<file path="src/rtl/iter_adder_pkg.sv">
// Package: shared types and constants for the iterative adder.
// Assumes: one controller state type shared by the controller and the top.
package iter_adder_pkg;

    typedef enum logic [0:0] {
        PH_IDLE = 1'b0,
        PH_BUSY = 1'b1
    } phase_t;

endpackage

</file>
<file path="src/rtl/iter_adder_step.sv">
// Module: iter_adder_step
// Does: one combinational carry step on the pair (x, y). It gives x^y, the
//       AND word shifted up by one bit, and a flag for an empty carry word.
// Assumes: y is the carry register. The shifted-out top bit is dropped.
module iter_adder_step #(
    parameter int W = 32
) (
    input  logic [W-1:0] x_i,
    input  logic [W-1:0] y_i,
    output logic [W-1:0] part_o,
    output logic [W-1:0] carry_o,
    output logic         carry_zero_o
);

    // Per-bit half-adder slices: partial sum bit and carry into the next bit.
    for (genvar i = 0; i < W; i++) begin : g_bit
        assign part_o[i] = x_i[i] ^ y_i[i];
        if (i == 0) begin : g_lsb
            assign carry_o[i] = 1'b0;
        end else begin : g_upper
            assign carry_o[i] = x_i[i-1] & y_i[i-1];
        end
    end

    // Termination flag: no carries left to resolve.
    assign carry_zero_o = ~|y_i;

endmodule

</file>
<file path="src/rtl/iter_adder_count.sv">
// Module: iter_adder_count
// Does: counts carry steps. It clears on a new job, increments per step and
//       holds otherwise.
// Assumes: at most MAX steps per job, so the count never wraps.
module iter_adder_count #(
    parameter int MAX = 32,
    parameter int CW  = $clog2(MAX + 1)
) (
    input  logic          clk,
    input  logic          rst_n,
    input  logic          clear_i,
    input  logic          inc_i,
    output logic [CW-1:0] count_o
);

    // Step counter register with synchronous active-low reset.
    always_ff @(posedge clk) begin
        if (!rst_n) begin
            count_o <= '0;
        end else if (clear_i) begin
            count_o <= '0;
        end else if (inc_i) begin
            count_o <= count_o + 1'b1;
        end
    end

    // the step count never goes past the worst case.
    a_r6_count_bound: assert property (@(posedge clk) disable iff (!rst_n)
        count_o <= CW'(MAX));

endmodule

</file>
<file path="src/rtl/iter_adder_ctrl.sv">
// Module: iter_adder_ctrl
// Does: idle/busy sequencing. It accepts a start only when idle, steps
//       while carries remain, and finishes when the carry word is empty.
// Assumes: carry_zero_i reflects the carry register of the current cycle.
module iter_adder_ctrl
    import iter_adder_pkg::*;
(
    input  logic clk,
    input  logic rst_n,
    input  logic start_i,
    input  logic carry_zero_i,
    output logic load_o,
    output logic step_o,
    output logic finish_o,
    output logic ready_o
);

    phase_t phase_q;

    // Decode strobes for the datapath from the phase and carry flag.
    always_comb begin
        load_o   = (phase_q == PH_IDLE) && start_i;
        step_o   = (phase_q == PH_BUSY) && !carry_zero_i;
        finish_o = (phase_q == PH_BUSY) && carry_zero_i;
    end

    // Phase register: idle -> busy on accept, busy -> idle on finish.
    always_ff @(posedge clk) begin
        if (!rst_n) begin
            phase_q <= PH_IDLE;
        end else if (load_o) begin
            phase_q <= PH_BUSY;
        end else if (finish_o) begin
            phase_q <= PH_IDLE;
        end
    end

    assign ready_o = (phase_q == PH_IDLE);

    // an accepted start takes the block out of idle on the next cycle.
    a_r9_accept_leaves_idle: assert property (@(posedge clk) disable iff (!rst_n)
        (ready_o && start_i) |=> !ready_o);

    // a busy block stays busy while carries remain.
    a_r9_busy_while_carry: assert property (@(posedge clk) disable iff (!rst_n)
        (!ready_o && !carry_zero_i) |=> !ready_o);

endmodule

</file>
<file path="src/rtl/iter_adder.sv">
// Module: iter_adder (top)
// Does: adds lhs_i + rhs_i modulo 2^W by repeated XOR/AND carry steps, with
//       a start/ready handshake, a one-cycle done strobe and a step count.
// Assumes: operands are valid in the cycle where start_i meets ready_o.
module iter_adder #(
    parameter int W  = 32,
    parameter int CW = $clog2(W + 1)
) (
    input  logic          clk,
    input  logic          rst_n,
    input  logic          start_i,
    input  logic [W-1:0]  lhs_i,
    input  logic [W-1:0]  rhs_i,
    output logic          ready_o,
    output logic          done_o,
    output logic [W-1:0]  sum_o,
    output logic [CW-1:0] steps_o
);

    logic [W-1:0] x_q, y_q;
    logic [W-1:0] part_w, carry_w;
    logic         carry_zero_w;
    logic         load_w, step_w, finish_w;
    logic [W-1:0] pair_total_w;

    iter_adder_step #(.W(W)) u_step (
        .x_i          (x_q),
        .y_i          (y_q),
        .part_o       (part_w),
        .carry_o      (carry_w),
        .carry_zero_o (carry_zero_w)
    );

    iter_adder_ctrl u_ctrl (
        .clk          (clk),
        .rst_n        (rst_n),
        .start_i      (start_i),
        .carry_zero_i (carry_zero_w),
        .load_o       (load_w),
        .step_o       (step_w),
        .finish_o     (finish_w),
        .ready_o      (ready_o)
    );

    iter_adder_count #(.MAX(W), .CW(CW)) u_count (
        .clk     (clk),
        .rst_n   (rst_n),
        .clear_i (load_w),
        .inc_i   (step_w),
        .count_o (steps_o)
    );

    // Working registers: load operands on accept, take one carry step per cycle.
    always_ff @(posedge clk) begin
        if (!rst_n) begin
            x_q <= '0;
            y_q <= '0;
        end else if (load_w) begin
            x_q <= lhs_i;
            y_q <= rhs_i;
        end else if (step_w) begin
            x_q <= part_w;
            y_q <= carry_w;
        end
    end

    // Result register and done strobe: capture x when the carry word empties.
    always_ff @(posedge clk) begin
        if (!rst_n) begin
            sum_o  <= '0;
            done_o <= 1'b0;
        end else begin
            done_o <= finish_w;
            if (finish_w) begin
                sum_o <= x_q;
            end
        end
    end

    assign pair_total_w = x_q + y_q;

    // a carry step leaves the modular sum of the working pair unchanged.
    a_r3_sum_conserved: assert property (@(posedge clk) disable iff (!rst_n)
        step_w |=> pair_total_w == $past(pair_total_w));

    // a start seen while busy never restarts the step count.
    a_r7_busy_start_ignored: assert property (@(posedge clk) disable iff (!rst_n)
        (!ready_o && start_i) |=> steps_o >= $past(steps_o));

    // the done strobe lasts exactly one cycle.
    a_r8_done_pulse: assert property (@(posedge clk) disable iff (!rst_n)
        done_o |=> !done_o);

    // the result holds between strobes.
    a_r8_sum_held: assert property (@(posedge clk) disable iff (!rst_n)
        !done_o |-> $stable(sum_o));

    // the block is idle again when the result is presented.
    a_r9_ready_with_done: assert property (@(posedge clk) disable iff (!rst_n)
        done_o |-> ready_o);

endmodule

</file>
<file path="config.mk">
export PLATFORM = sky130hd
export DESIGN_NAME = iter_adder
export DESIGN_NICKNAME = d
export VERILOG_FILES = /design/src/rtl/iter_adder_pkg.sv /design/src/rtl/iter_adder_step.sv /design/src/rtl/iter_adder_count.sv /design/src/rtl/iter_adder_ctrl.sv /design/src/rtl/iter_adder.sv
export SDC_FILE = /design/constraint.sdc
export NUM_CORES = 1
export LEC_CHECK = 0
export CAP_MARGIN = 20
export CORE_ASPECT_RATIO = 0.5
export CORE_MARGIN = 3
export CORE_UTILIZATION = 35
export CTS_BUF_LIST = sky130_fd_sc_hd__clkbuf_8
export DETAILED_ROUTE_END_ITERATION = 10
export GPL_TIMING_DRIVEN = 1
export RECOVER_POWER = 100
export SYNTH_ARGS = -nofsm -noshare
export SYNTH_HDL_FRONTEND = slang
export SYNTH_HIERARCHICAL = 1
export SYNTH_SLANG_ARGS = --single-unit
</file>
<file path="constraint.sdc">
create_clock -name clk -period 6.4 [get_ports clk]
set_clock_uncertainty 0.15 [all_clocks]
set_input_delay 1.92 -clock clk [delete_from_list [all_inputs] [get_ports clk]]
set_output_delay 1.92 -clock clk [all_outputs]
set_load 0.01 [all_outputs]
</file>
After elaboration in Yosys (flattened, before gate mapping)
Index checks and enable logic that the tools add are counted.
Widths: inputs -> output; s select.
{ "op_classes": {"n_mul": 0, "order_cmp": 0, "bitwise_logic": 65, "n_div": 0, "n_addsub": 1, "reduce_logical": 8, "mux": 6, "eq_ne": 0, "shifts": 0} }
{ "ops": {"columns": ["operator", "n"], "rows": [
  ["$mux 32", 4],
  ["$reduce_or 32->1", 1],
  ["$xor 1x1->1", 32],
  ["$and 1x1->1", 31],
  ["$add 6x1->6 const B", 1],
  ["$reduce_bool 2->1", 2],
  ["$logic_and 1x1->1", 3],
  ["$mux 1", 2],
  ["$not 1->1", 2],
  ["$reduce_or 2->1", 1],
  ["$logic_not 1->1", 1]
]} }
{ "totals": {"word_cells": 86, "register_bits": 104, "out_inout_bits": 40, "n_memories": 0, "input_bits": 67, "mem_bits_ro": 0, "latchBits": 0, "ram_bits": 0} }

Logic depth before layout (Yosys ltp)
Gate-level depths: netlist of the first run.
{ "logic_depth": {"depth_word": 5, "ltp_mapped": 8, "ltp_nobuf": 7} }

Hierarchy
The synthesis of the first run kept the hierarchy.
{ "by_module_without_submodules": {"columns": ["module", "seq_area_each_um2", "area_per_inst_um2", "instances", "cells_per_inst"], "rows": [
  ["iter_adder", 1941.9, 4732.0, 1, 390],
  ["iter_adder_step", 0.0, 480.5, 1, 45],
  ["iter_adder_count", 120.1, 245.2, 1, 25],
  ["iter_adder_ctrl", 20.0, 57.6, 1, 6]
]} }

Least setup slack after synthesis of the first run
OpenSTA, ideal clock, no wires.
{ "synth_path": {"path_type": "input to register", "from": "input port start_i", "to": "register x_q[0]", "setup_ns": 0.116, "t_arrival_ns": 2.871, "cell_stages": 5, "path_buffers": 2, "slack_ns": 3.263, "t_required_ns": 6.134, "path_cell_list": "nor2b_1 clkbuf_2 clkbuf_1 or2b_1 o211a_1"} }
{ "synth_between": {"elab_chain_len": 2, "elab_cells_between_ends": 3, "cone_classes": "mux (1); reduce/logical (2)"} }
{ "synth_rtl": {"columns": ["element", "line_no", "source"], "rows": [
  ["from (decl)", "iter_adder.sv:11", "input logic start_i,"],
  ["$logic_and 1x1->1 *", "iter_adder_ctrl.sv:22", "load_o = (phase_q == PH_IDLE) && start_i;"],
  ["$mux 32 or $reduce_bool 2->1 (tied branches)", null, null],
  ["to (signal assigned)", "iter_adder.sv:59", "x_q <= lhs_i;"],
  ["to (signal assigned)", "iter_adder.sv:62", "x_q <= part_w;"],
  ["to (decl)", "iter_adder.sv:20", "logic [W-1:0] x_q, y_q;"]
]} }
Mark *: on every way between the ends. The rest lies on a longest branch, timed or not.
A chain may end at the register's enable or synchronous reset.

Final worst setup path of the first run
{ "layout_path": {"from": "input port start_i", "to": "register u_count.count_o[2]"} }
{ "layout_between": {"elab_chain_len": 2} }
{ "layout_rtl": {"columns": ["element", "line_no", "source"], "rows": [
  ["$logic_and 1x1->1", "iter_adder_ctrl.sv:22", null],
  ["via load_w", "iter_adder.sv:23", "logic load_w, step_w, finish_w;"],
  ["$reduce_or 2->1 (no line)", null, null],
  ["to (signal assigned)", "iter_adder_count.sv:23", "count_o <= count_o + 1'b1;"],
  ["to (decl)", "iter_adder_count.sv:13", "output logic [CW-1:0] count_o"]
]} }
The timed path passes the listed nets, and every way through them passes these cells.

==> results of run 1 <==
[cells in the mapped netlist]
cell type / count
or3_1: 1
buf_6: 1
xnor2_1: 1
buf_2: 10
clkbuf_1: 15
mux2i_1: 33
nand4_1: 3
nor4_1: 7
mux2_4: 60
conb_1: 1
buf_4: 4
o211a_1: 64
xor2_1: 4
o21a_1: 1
nor2b_1: 33
inv_1: 1
o21ai_0: 1
ha_1: 32
a21oi_1: 1
nor2_1: 6
buf_8: 6
nand2b_1: 32
clkbuf_2: 1
nand2_1: 2
nor2b_4: 1
nor4_2: 1
nand4_2: 1
and2_1: 2
or2b_1: 33
mux2_2: 4
dfxtp_1: 104
[cells by family (layout without fill, tap and decap cells)]
family | after synthesis | after routing | share of synthesized area, %
compound gates | 67 | 67 | 11.9
xor+xnor | 5 | 5 | 0.794
fa+ha+maj | 32 | 32 | 7.26
buf+inv | 38 | 128 | 4.47
flops | 104 | 104 | 37.7
mux | 97 | 97 | 23.1
other cells | 1 | 1 | 0.0680
simple gates | 122 | 122 | 14.6
[layer usage]
layer / global-route usage [%] / share of wire, % / vias up / wire (um)
met3: 3.35 / 3.5 / 5 / 402
met5: 0 / 0 / - / 0
li1: - / - / 1829 / -
met4: 3.80 / 0.75 / 0 / 85
met2: 21.4 / 46 / 50 / 5230
met1: 18.1 / 50 / 1709 / 5630
[power by group through the flow]
stage                     registers (W)  clock network, W  logic [W]
final                          0.000723          0.000447   0.000273
after global routing           0.000731          0.000495   0.000303
after CTS                      0.000724          0.000468   0.000277
after detailed placement       0.000740                 0   0.000275
after global placement         0.000739                 0   0.000272
after floorplan                0.000727                 0   0.000211
[how the worst max path moves through the flow]
stage / start / to / slack [ns] / depth (start not counted)
floorplan: start_i / x_q[0]$_SDFFE_PN0P_ / 3.26 / 5
global placement: start_i / x_q[20]$_SDFFE_PN0P_ / 2.17 / 5
detailed placement: start_i / y_q[24]$_SDFFE_PN0P_ / 2.13 / 5
CTS: start_i / x_q[19]$_SDFFE_PN0P_ / 2.56 / 5
global route: start_i / u_count/count_o[0]$_SDFFE_PP0P_ / 1.32 / 5
finish: start_i / u_count/count_o[2]$_SDFFE_PP0P_ / 1.62 / 5
[metrics by stage]
| stage | util, % | instances | area (sq um) | hold WS (ns) |
|---|---|---|---|---|
| after floorplan | - | 466 | 5520 | 0.352 |
| after global placement | 44.4 | 737 | 6630 | 0.323 |
| after detailed placement | 44.4 | 737 | 6630 | 0.335 |
| after CTS | 45.8 | 752 | 6840 | 0.350 |
| after global routing | 45.8 | 754 | 6850 | 0.383 |
| final | 45.8 | 754 | 6850 | 0.338 |
[worst max-delay path, cell delays in order]
cell and delay [ns]:
dlygate4sd3_1 0.52, nor2b_4 0.75, clkbuf_2 1.21, nand2b_1 0.34, nor2_1 0.08
[cell type report]
| cell class | count | area (sq um) | area share [%] |
|---|---|---|---|
| multi-input cells | 324 | 3190 | 46.7 |
| flip-flops and latches | 104 | 2080 | 30.4 |
| repair buffers | 112 | 1110 | 16.2 |
| inverters | 1 | 3.75 | 0.0548 |
| clock buffers | 9 | 124 | 1.81 |
| well taps | 198 | 248 | 3.62 |
| clock inverters | 6 | 85.1 | 1.24 |
[sequential cells by signal, summed over array words and instances (netlist names)]
register,flops
u_ctrl/phase_q,1
done_o,1
u_count/count_o,6
x_q,32
sum_o,32
y_q,32
==> impl_metrics.ini, run 1 <==
[floorplan]
core-area_sq_um = 14900
fp.dieW_um = 184
ios = 107
start_util_pct = 36.9
die_y_um = 94.8
die_area_sq_um = 17400
row_count = 31

[worst_hold_path]
hold_path_depth = 2
hold_path.class = flop to flop
hold_start = u_count/count_o[5]$_SDFFE_PP0P_
holdPathEnd = u_count/count_o[5]$_SDFFE_PP0P_

[power_and_ir_drop]
pwr-share-clk_pct = 31.0
p_total_w = 0.00144
ir_worst_vdd_mv = 0.129
p_per_area_nw_per_um2 = 211
intPower_w = 0.00108
p_leak_nw = 3.36
swShare_pct = 25.1
seqPwrFrac_pct = 50.1
power_frac_comb_pct = 18.9
switchingPower_w = 0.000362

[placement]
place_congestion = 0.727
io_buffers = 106
post-place-ws_ns = 2.13
dp_hpwl_um = 7660

[setup_path]
cp_max_fo = 84
r2r-end = sum_o[7]$_SDFFE_PN0P_
timing.rr.start = y_q[6]$_SDFFE_PN0P_
cp.arrival_ns = 4.88
cp-end-kind = flop
critPathKind = primary input to flop
r2r_slack_ns = 2.27
critPathRequiredTime_ns = 6.50
cp-start-kind = primary input
rr_worst_depth = 7

[route]
via_count = 3593
drt-total-wl_um = 11300
drtIter0Drc = 128
drtPass1Iterations = 4
vias_per_cell = 4.77
wl_per_cell_um = 15.0
drc = 0
drtAntennaViolNets = 0

[cts]
cts_setup_buffers = 0
cts_tree = done
cts_resized = 0
cts.sink_count = 104
cts_root_buffer = clkbuf_8
hold_buffers = 0
cts.path.max_buffers = 2
clk_latency_ns = 0.37
h-tree-depth = 3
numCtsBuffers = 9
clk_pin_slew_ns = 0.10

[logic_synthesis]
ys_warn_count = 6
synth_fp_nets = 565
syn_area_sq_um = 5520
avgSynthCellArea_sq_um = 11.8
netlist_top_cells_area = dfxtp_1 (38%), mux2_4 (16%), o211a_1 (12%)
ys_ff_latch = 104
ys_seq_area_share_pct = 37.7
yosysTopAreaCell = dfxtp_1
synth_top_area_share_pct = 37.7
synth_cell_type_count = 31
netlist_instances = 466

[cells_and_area]
mostFrequentLayoutCell = dfxtp_1
fill_cells = 1452
area_growth_syn_to_layout_pct = 24.1
nets = 651
drive_gt1_share_pct = 15.5
n_antenna_cell = 0
final_cell_mix = dfxtp_1 (104), o211a_1 (64), clkdlybuf4s50_1 (64), mux2_4 (60), dlygate4sd3_1 (41)

[global_route]
grt_pass1_wl_um = 18400
grt_max_degree = 85
grt-ovfl-total = 0
first_global_vias = 3564
grt_usage_pct = 13.4
antenna_found_initial = 0

[sta]
clock.fmax_ghz = 0.209
period_share_pct = 74.6
finalSetupViolCount = 0
min_period_ns = 4.78
timing.final.ws_setup_ns = 1.62
rsz0062_at_grt = no
worst_pin_slew_ns = 1.70
slew_headroom_pct = -13.0
slew_viol_final = 92
setup-tns-final_ns = 0
hold_viol = 0

[status]
status = finished with violations
violations = max-capacitance violations, max-slew violations

[run]
cap_violations = 3
No activity file was read; power rests on OpenSTA's default activity.
==> run 2, diff against run 1 <==
Clock period 6.4 ns to 3.9 ns, I/O delays scaled along.
==> impl_metrics.ini, run 2 (same netlist as run 1, synthesis figures left out) <==
[cts]
cts_tree = done
cts.path.max_buffers = 2
cts_resized = 0
hold_buffers = 0
cts_setup_buffers = 0
cts_root_buffer = clkbuf_8
numCtsBuffers = 9
clk_latency_ns = 0.37
cts.sink_count = 104
clk_pin_slew_ns = 0.11
h-tree-depth = 3

[sta]
setup-tns-final_ns = 0
slew_viol_final = 0
whs_ns = 0.348
timing.final.ws_setup_ns = 0.699
hold_viol = 0
finalSetupViolCount = 0
slew_headroom_pct = 13.6
period_share_pct = 82.1
rsz0062_at_grt = no
clock.fmax_ghz = 0.312
worst_pin_slew_ns = 1.30
min_period_ns = 3.20

[global_route]
first_global_vias = 3441
grt_pass1_wl_um = 17700
grt-ovfl-total = 0
antenna_found_initial = 0
grt_max_degree = 131
busiest_layer = met2
grtUsageMet2_pct = 20.2
global_route.usage.met1_pct = 17.4
grt_usage_pct = 12.7
use_met3_pct = 3.12

[setup_path]
critPathSlowestCell = clkbuf_4
critPathKind = primary input to flop
cp-start-kind = primary input
cp_max_fo = 130
cp.arrival_ns = 3.31
critPathRequiredTime_ns = 4.01
crit_chain = dlygate4sd3_1 -> nor2b_1 -> clkbuf_4 -> nand2b_1 -> nor2_1
cp-end-kind = flop
critical_path.max_stage_delay_ns = 0.96

[route]
drc = 0
vias_per_cell = 4.74
wl_per_cell_um = 14.9
drtIter0Drc = 138
drtPass1Iterations = 4
drt-total-wl_um = 11200
drtAntennaViolNets = 0
via_count = 3573

[placement]
place_congestion = 0.689
dp_hpwl_um = 7620
post-place-ws_ns = 0.996
io_buffers = 106
dp.cells = 738

[power_and_ir_drop]
ir_worst_vdd_mv = 0.153
intPower_w = 0.00167
switchingPower_w = 0.000604
p_leak_nw = 3.35
seqPwrFrac_pct = 52.3
swShare_pct = 26.6
p_per_area_nw_per_um2 = 333
power_frac_comb_pct = 19.6
pwr-share-clk_pct = 28.1

[cells_and_area]
drive_gt1_share_pct = 16.2
final_cell_mix = dfxtp_1 (104), o211a_1 (64), clkdlybuf4s50_1 (64), mux2_4 (60), dlygate4sd3_1 (41)
mostFrequentLayoutCell = dfxtp_1
fill_cells = 1379
final_cells = 754
area_growth_syn_to_layout_pct = 23.4
top_regs = sum_o x32, x_q x32, y_q x32
n_antenna_cell = 0
nets = 650

[worst_hold_path]
hold_path.class = flop to flop

[floorplan]
row_count = 31
fp.dieW_um = 184
ios = 107
core-area_sq_um = 14900
start_util_pct = 36.9
die_y_um = 94.8
die_area_sq_um = 17400

[status]
status = finished, final reports clean

[run]
cap_violations = 0
-- run 2: layout make-up --
| type | count | area (sq um) | area share [%] |
|---|---|---|---|
| clock buffers | 10 | 138 | 2.02 |
| clock inverters | 6 | 43.8 | 0.643 |
| inverters | 1 | 3.75 | 0.0551 |
| multi-input cells | 324 | 3190 | 46.8 |
| flip-flops and latches | 104 | 2080 | 30.6 |
| well taps | 198 | 248 | 3.64 |
| repair buffers | 111 | 1100 | 16.2 |
-- run 2: stage by stage --
stage,utilization [%],cell area (sq um),power [W]
2_1_floorplan,-,5520,0.00154
3_3_place_gp,44.6,6660,0.00166
3_5_place_dp,44.6,6660,0.00167
4_1_cts,45.8,6840,0.00231
5_1_grt,45.6,6810,0.00239
6_report,45.6,6810,0.00227
-- run 2: path summary, 6_finish.rpt --
path	from	endpoint	slack [ns]	depth (start not counted)
setup reg to reg	y_q[14]$_SDFFE_PN0P_	sum_o[15]$_SDFFE_PN0P_	0.91	7
hold reg to reg	u_count/count_o[5]$_SDFFE_PP0P_	u_count/count_o[5]$_SDFFE_PP0P_	0.35	2
setup / recovery	start_i	u_count/count_o[1]$_SDFFE_PP0P_	0.70	5
hold / removal	u_count/count_o[5]$_SDFFE_PP0P_	u_count/count_o[5]$_SDFFE_PP0P_	0.35	2
-- run 2: power by group through the flow --
stage / clock network (W) / registers [W] / logic [W]
CTS: 0.000667 / 0.00119 / 0.000455
global placement: 0 / 0.00121 / 0.000447
floorplan: 0 / 0.00119 / 0.000346
global route: 0.000706 / 0.00120 / 0.000491
detailed placement: 0 / 0.00121 / 0.000452
finish: 0.000639 / 0.00119 / 0.000445
-- run 2: worst max-delay path: cells and delay by family --
kind          cells  cell delay, ns
buf+inv           2            1.48
simple gates      3            0.53
-- run 2: per-layer routing --
metal  vias to the layer above  share of wire (%)
li1                       1837                  -
met1                      1682                 51
met2                        46                 46
met3                         8                2.8
met4                         0               0.90
met5                         -                  0
==> run 3, diff against run 2 <==
Clock period 3.9 ns to 2.55 ns, I/O delays scaled along.
==> impl_metrics.ini, run 3 (same netlist as run 1, synthesis figures left out) <==
[setup_path]
critPathKind = flop to flop
cp.arrival_ns = 2.52
cp-start-kind = flop
critPathRequiredTime_ns = 2.66
cp-end-kind = flop
cp_max_fo = 17

[route]
via_count = 3650
drc = 0
drt-total-wl_um = 11500
drtIter0Drc = 136
drtPass1Iterations = 4
wl_per_cell_um = 15.1
drtAntennaViolNets = 0
vias_per_cell = 4.79

[power_and_ir_drop]
intPower_w = 0.00249
p_per_area_nw_per_um2 = 505
p_total_w = 0.00341
seqPwrFrac_pct = 53.2
power_frac_comb_pct = 18.3
pwr-share-clk_pct = 28.5
p_leak_nw = 3.31
switchingPower_w = 0.000918
swShare_pct = 26.9
ir_worst_vdd_mv = 0.217

[cells_and_area]
top_regs = sum_o x32, x_q x32, y_q x32
final_cell_mix = dfxtp_1 (104), clkdlybuf4s50_1 (65), o211a_1 (64), mux2_1 (43), dlygate4sd3_1 (40)
n_antenna_cell = 0
mostFrequentLayoutCell = dfxtp_1
nets = 658
area_growth_syn_to_layout_pct = 22.3
drive_gt1_share_pct = 9.75
fill_cells = 1432

[sta]
finalSetupViolCount = 0
rsz0062_at_grt = no
slew_viol_final = 0
hold_viol = 0
period_share_pct = 94.7
min_period_ns = 2.41
clock.fmax_ghz = 0.414
setup-tns-final_ns = 0

[cts]
cts.path.max_buffers = 2
h-tree-depth = 3
cts_resized = 0
cts_setup_buffers = 0
cts_root_buffer = clkbuf_8
numCtsBuffers = 9
cts_tree = done
cts.sink_count = 104
clk_latency_ns = 0.36
hold_buffers = 0
clk_pin_slew_ns = 0.11

[placement]
dp_hpwl_um = 8020
io_buffers = 106
place_congestion = 0.738

[worst_hold_path]
hold_path.class = flop to flop

[global_route]
antenna_found_initial = 0
grt-ovfl-total = 0
grt_pass1_wl_um = 18600
grt_usage_pct = 13.3
first_global_vias = 3673
grt_max_degree = 100

[floorplan]
start_util_pct = 36.9
ios = 107
fp.dieW_um = 184
die_area_sq_um = 17400
core-area_sq_um = 14900
row_count = 31
die_y_um = 94.8

[run]
cap_violations = 0

[status]
status = finished, final reports clean
==> run 3: cell types whose count changed in the layout (fill, tap and decap cells not counted), moves of 2 or more <==
cell / change
buf_4: +7
mux2_4: -43
mux2_1: +43
clkinvlp_4: +2
buf_12: +3
==> run 3: cell type report <==
| type | count | area, sq um | area share [%] |
|---|---|---|---|
| Multi-Input combinational cell | 324 | 3030 | 44.9 |
| Sequential cell | 104 | 2080 | 30.9 |
| Timing Repair Buffer | 119 | 1200 | 17.8 |
| Tap cell | 198 | 248 | 3.67 |
| Clock buffer | 10 | 138 | 2.04 |
| Clock inverter | 6 | 45.0 | 0.668 |
| Inverter | 1 | 3.75 | 0.0556 |
==> run 3: worst max-delay path, cell delays in order (launching register included) <==
cell	delay (ns)
dfxtp_1	0.35
nor4_1	0.41
nand4_1	0.23
nor2_1	0.24
nor2b_4	0.13
buf_4	0.25
mux2_1	0.35
o211a_1	0.20
==> run 3: stage by stage <==
step / instance area, sq um / worst slack (ns) / cells / util [%] / hold slack [ns]
finish: 6750 / 0.136 / 762 / 45.2 / 0.341
global route: 6750 / 0.0411 / 762 / 45.2 / 0.374
CTS: 6970 / 0.176 / 762 / 46.6 / 0.351
detailed placement: 6780 / 0.155 / 746 / 45.4 / 0.334
floorplan: 5520 / 0.535 / 466 / - / 0.352
global placement: 6780 / 0.167 / 746 / 45.4 / 0.320
==> run 3: power groups by stage <==
stage	combinational (W)	clock (W)	sequential [W]
after floorplan	0.000529	0	0.00182
after global placement	0.000718	0	0.00185
after detailed placement	0.000727	0	0.00186
after CTS	0.000732	0.00102	0.00182
after global routing	0.000696	0.00107	0.00183
final	0.000624	0.000973	0.00181
==> run 3: routing by layer <==
metal  track usage [%]  vias up  routed length (um)
li1                  -     1845                   -
met1              17.9     1754                5750
met2              21.9       43                5380
met3              3.08        8                 309
met4              2.85        0                  88
met5                 0        -                   0
==> run 3: final timing paths <==
| kind | startpoint | to | slack, ns | cells past startpoint |
|---|---|---|---|---|
| worst max-delay path | y_q[31]$_SDFFE_PN0P_ | x_q[7]$_SDFFE_PN0P_ | 0.14 | 7 |
| worst min register to register | u_count/count_o[5]$_SDFFE_PP0P_ | u_count/count_o[5]$_SDFFE_PP0P_ | 0.34 | 2 |
| worst min-delay path | u_count/count_o[5]$_SDFFE_PP0P_ | u_count/count_o[5]$_SDFFE_PP0P_ | 0.34 | 2 |
| worst max register to register | y_q[31]$_SDFFE_PN0P_ | x_q[7]$_SDFFE_PN0P_ | 0.14 | 7 |
